===== src/rtl/rx_frame_limiter.sv =====
module rx_frame_limiter #(
  parameter int CNT_W  = 13,
  parameter int BYTE_W = 8
) (
  input  logic              clk,
  input  logic              rst_n,
  input  logic              lim_lo_we,
  input  logic              lim_hi_we,
  input  logic [BYTE_W-1:0] lim_wdata,
  input  logic              frm_start,
  input  logic              frm_end,
  input  logic              byte_vld,
  input  logic [BYTE_W-1:0] byte_data,
  input  logic              exceed_clr,
  input  logic              status_rd,
  output logic              fifo_we,
  output logic [BYTE_W-1:0] fifo_wdata,
  output logic              exceed_flag,
  output logic [CNT_W-1:0]  rx_count
);
  localparam int HI_W = CNT_W - BYTE_W;
  localparam logic [CNT_W-1:0] CNT_MAX = '1;

  logic [CNT_W-1:0] limit, cnt, base;
  logic blk, in_frame, take, over;

  assign base    = frm_start ? '0 : cnt;
  assign take    = byte_vld & (frm_start | in_frame);
  assign over    = take & ((blk & ~frm_start) | (base >= limit));
  assign fifo_we = take & ~over;
  assign fifo_wdata = byte_data;
  assign rx_count   = cnt;

  always_ff @(posedge clk or negedge rst_n) begin
    if (!rst_n) begin
      limit       <= '0;
      cnt         <= '0;
      blk         <= 1'b0;
      in_frame    <= 1'b0;
      exceed_flag <= 1'b0;
    end else begin
      if (lim_lo_we) limit[BYTE_W-1:0]     <= lim_wdata;
      if (lim_hi_we) limit[CNT_W-1:BYTE_W] <= lim_wdata[HI_W-1:0];
      if (take)           cnt <= (base == CNT_MAX) ? base : base + CNT_W'(1);
      else if (frm_start) cnt <= '0;
      blk         <= over ? 1'b1 : (frm_start ? 1'b0 : blk);
      in_frame    <= frm_end ? 1'b0 : (frm_start ? 1'b1 : in_frame);
      exceed_flag <= over ? 1'b1 : ((exceed_clr | status_rd) ? 1'b0 : exceed_flag);
    end
  end

  p_blocked_no_write_r6: assert property (@(posedge clk) disable iff (!rst_n)
    blk && !frm_start |-> !fifo_we);
  p_start_clears_r7: assert property (@(posedge clk) disable iff (!rst_n)
    frm_start && !byte_vld |=> rx_count == '0);
  p_flag_sticky_r8: assert property (@(posedge clk) disable iff (!rst_n)
    exceed_flag && !exceed_clr && !status_rd |=> exceed_flag);
  p_saturate_r9: assert property (@(posedge clk) disable iff (!rst_n)
    rx_count == CNT_MAX && !frm_start |=> rx_count == CNT_MAX);
  p_outside_ignored_r10: assert property (@(posedge clk) disable iff (!rst_n)
    !in_frame && !frm_start |-> !fifo_we);
  p_drop_sets_flag_r5: assert property (@(posedge clk) disable iff (!rst_n)
    byte_vld && (frm_start || in_frame) && !fifo_we |=> exceed_flag);
endmodule


===== config.mk =====
export PLATFORM = sky130hd
export DESIGN_NAME = rx_frame_limiter
export DESIGN_NICKNAME = d
export VERILOG_FILES = /design/src/rtl/rx_frame_limiter.sv
export SDC_FILE = /design/constraint.sdc
export NUM_CORES = 1
export LEC_CHECK = 0
export BUFFER_PORTS_ARGS = -buffer_cell sky130_fd_sc_hd__buf_4
export CAP_MARGIN = 10
export CORE_MARGIN = 10
export CORE_UTILIZATION = 55
export CTS_CLUSTER_DIAMETER = 200
export DETAILED_ROUTE_END_ITERATION = 7
export PLACE_DENSITY = 0.84
export SYNTH_ARGS = -nofsm -noshare
export SYNTH_HDL_FRONTEND = slang
export SYNTH_SLANG_ARGS = --single-unit

===== constraint.sdc =====
create_clock -name clk -period 4.5 [get_ports clk]
set_input_delay 0.45 -clock clk [delete_from_list [all_inputs] [get_ports clk]]
set_output_delay 0.45 -clock clk [all_outputs]
set_load 0.05 [all_outputs]

# Word level (Yosys, flattened, before mapping)

Cells that the tools add are included.

Register bits after elaboration: 29
Input bits: 25
Output and inout port bits: 23
Word-level logic and storage cells: 30

Bitwise logic cells: 9
Magnitude comparators: 1
Add/sub/neg operators: 1
Eq/ne operators: 1
Mux-type cells: 9
Reductions and logical operators: 3

Operators with widths:

| cell                  | count |
|---|---|
| $mux 13               | 3 |
| $add 13x1->13 const B | 1 |
| $eq 13x13->1 const B  | 1 |
| $ge 13x13->1          | 1 |
| $mux 1                | 6 |
| $reduce_bool 2->1     | 3 |
| $and 1x1->1           | 4 |
| $or 1x1->1            | 3 |
| $not 1->1             | 2 |

# Depth between registers and ports, before layout

Depth in word-level cells: 6
Mapped depth: 9
Gate-level depth less buffers: 9

# Worst setup path after synthesis

No wires, ideal clock.

Path type: register -> output
Start: register cnt[11], in the netlist rx_count[11]
End: output port fifo_we
Data required time: 4050 ps
Slack: 1421 ps
Cell stages (with the launch flop): 9
Path buffers: 0
Arrival time: 2629 ps
Cells stage by stage: dfrtp_1 nand2_1 inv_1 ha_1 a21o_1 a211oi_1 o211ai_1 a21o_1 a21oi_1

Longest elaborated chain between the ends: 6

Ends and longest elaborated chain:

| item                   | line | RTL |
|---|---|---|
| start, declared        | 24   | `logic [CNT_W-1:0] limit, cnt, base;` |
| start signal, assigned | 44   | `if (take) cnt <= (base == CNT_MAX) ? base : base + CNT_W'(1);` |
| $mux 13                | --   |  |
| $ge 13x13->1           | 29   | `assign over = take & ((blk & ~frm_start) \| (base >= limit));` |
| $or 1x1->1             | 29   |  |
| $and 1x1->1            | 29   |  |
| $not 1->1              | 30   | `assign fifo_we = take & ~over;` |
| $and 1x1->1            | 30   |  |
| end, declared          | 16   | `output logic fifo_we,` |

No other way between the ends.

# Final worst setup path

Start: input port frm_start
End: output port fifo_we

Longest elaborated chain between the ends: 6
Elaborated cells between the ends (all ways): 10
Classes of those cells: order compare: 1; mux: 1; bitwise: 8

Ends and longest elaborated chain:

| item                                        | line | RTL |
|---|---|---|
| start, declared                             | 10   | `input logic frm_start,` |
| $mux 13 or $not 1->1 (tied branches)        | --   |  |
| $ge 13x13->1 or $and 1x1->1 (tied branches) | 29   |  |
| $or 1x1->1                                  | 29   |  |
| $and 1x1->1                                 | 29   |  |
| $not 1->1                                   | 30   |  |
| $and 1x1->1 *                               | 30   |  |

Mark *: on every way between the ends. The rest lies on a longest branch, timed or not.

==> metrics.txt <==
Fin. Hold Viols=0; via total after detailed routing=1299; Setup CP Type=in2out; Synth Flop Type=dfrtp_1; Multi-input gate area=776 um2; RD Place Congestion=0.883; Buffers on Ports=31; # resized after CTS=0; Pwr per Cell Area=285 mW/mm2; CP Capture Type=output port; setup bufs post-CTS=0; Cell Count, Final, Fillers Out=234; Post-synth EDFFs=0; Worst EP required=4050 ps; slew at the pin with the worst max-slew slack=405 ps; Gate Count Post-Synth=176; Placed Area=0.00184 mm2; status=completed; mean area per synthesized cell=9.38 um2; Antenna diodes=0; CTS tree=done; FP Rows=19; Mapped Nets=212; worst setup margin=1540 ps; leakage power=0.990 nW; I/O pins=48; FMAX=338 MHz; unrepaired setup endpoints after global routing=no; top-count cell post-synth=dfrtp_1; clk slew on worst S/H paths=90 ps; Final ANT Viol Nets=0; Chip Width=74.8 um; CTS Buf Count=5; Clock Path Buffers=2; Max Slew Vio Count=0; Tightest Hold Check Type=in2async; drt drc=0; initial antenna violation count=0; Worst EP arrival=2510 ps; largest net degree at the start of global routing=30; min Tclk post-route=2960 ps; Distinct cells, synth=31; Post-Route WL=3.71 mm; setup violators final=0; YS warnings=0; Die H=74.8 um; GR peak layer=met2; Max Clock Skew=2.72 ps; Synth Cell Area=0.00165 mm2; vias per cell=5.55; met3 Use GR=0.0631; register area share after synthesis=0.439; Final Cycle Share=0.658; H-tree Lvls=2; synthesis-to-finish area growth=15.7%; Post-synth top cells=29 x dfrtp_1, 19 x nand2_1, 18 x inv_1; DR iter-0 viols=86; FF/Latch Area=726 um2; first-pass GRT wire length=6.11 mm; Worst setup SP type=input pin; Setup WS pre-CTS=1580 ps; Synth area leader=dfrtp_1; Synth area leaders=dfrtp_1 44%, ha_1 8.3%, o21ai_0 5.2%, nand2_1 4.3%, inv_1 4.1%; fill count=215; GR met1 Demand/Resource=0.152; final setup TNS=0 ps; nets=238; ys async rst share=1.00; total grt overflow=0; Slew HR=0.728; Max VDD drop=0.227 mV; vias in the first global route=1343; clock latency on the worst-skew pair=330 ps; dpl cells=226; Pre-antenna DRT Iters=6; met2 Usage GRT=0.239; top cell type's share of synthesized area=0.439; post-DP HPWL=2.96 mm; routed length per instance=15.8 um; Root Buffer Master=clkbuf_4; peak fanout along the critical path=22; Finished Cell Area=0.00191 mm2; register bit total from synthesis=29; Initial Utilization=0.589; # clock sinks=29; core area=0.00281 mm2; fin util=0.681; layout cells sized above 1=0.227; Die Area=0.00560 mm2; Post-CTS Hold Buffers=0; Total GRT Usage=0.144; max_cap viols=0
[flip-flops by register name, indices dropped and copies added, names as in the netlist]
| signal | flops |
|---|---|
| blk | 1 |
| exceed_flag | 1 |
| limit | 13 |
| rx_count | 13 |
| in_frame | 1 |
[per-layer routing]
metal  routed length (um)  vias to the layer above
li1                     -                      640
met1                 1500                      621
met2                 1840                       29
met3                  291                        9
met4                   78                        0
met5                    0                        -
[final timing paths]
| path | startpoint | end | slack [ps] | cells after the start |
|---|---|---|---|---|
| min in group clk | frm_end | in_frame | 260 | 2 |
| worst min-delay path | rst_n | rx_count[8] | 20 | 1 |
| max in group asynchronous | rst_n | limit[2] | 4210 | 1 |
| worst max register to register | rx_count[11] | exceed_flag | 2520 | 8 |
| worst min register to register | exceed_flag | exceed_flag | 490 | 2 |
| worst max-delay path | frm_start | fifo_we | 1540 | 11 |
[critical path, cell delays in order]
cell      delay [ps]
buf_4            230
inv_1            110
nand2_1          140
inv_1             80
ha_1             290
a21o_1           190
a211oi_1         310
o211ai_1         160
a21o_1           180
a21oi_1          130
buf_4            220
[placed cells by master (no fill, tap or decap), drive strengths merged]
master,instances
o21a,2
nand4,2
a21o,2
nor2,11
clkinv,1
inv,18
o21ai,19
o211ai,3
o21bai,1
and3,3
ha,11
and2b,1
buf,31
mux2,4
a21oi,5
o31a,1
nor2b,10
a31oi,2
xor2,3
nand2,19
nor4,1
nand3,4
xnor2,5
a211oi,2
clkbuf,7
dfrtp,29
nor3,2
o2111ai,1
and4b,1
or4,2
[kinds of logic after synthesis]
family | share of synthesized area
adder cells (fa/ha/maj) | 0.0833
buffers and inverters | 0.0909
XOR/XNOR | 0.0424
AND/OR/NAND/NOR | 0.177
AO/OA/AOI/OAI | 0.140
multiplexers | 0.0273
flip-flops | 0.439
[power by group]
| part | total [mW] | internal, mW | leakage [nW] | switching, mW |
|---|---|---|---|---|
| Clock | 0.179 | 0.0904 | 0.0413 | 0.0889 |
| Combinational | 0.0844 | 0.0321 | 0.572 | 0.0523 |
| Sequential | 0.280 | 0.274 | 0.377 | 0.00602 |
| Total | 0.544 | 0.397 | 0.990 | 0.147 |
[final cells by class]
class,instances,area share
Multi-Input combinational cell,117,0.406
Sequential cell,29,0.380
Timing Repair Buffer,31,0.122
Inverter,18,0.0354
Clock buffer,7,0.0341
Tap cell,31,0.0203
Clock inverter,1,0.00262
[through the flow]
stage / power (mW) / hold WS (ps)
after floorplan: 0.355 / 154
after global placement: 0.366 / 383
after detailed placement: 0.370 / 391
after CTS: 0.548 / 31.2
after global routing: 0.574 / 33.3
final: 0.544 / 24.2
(Power assumes the default switching activity.)
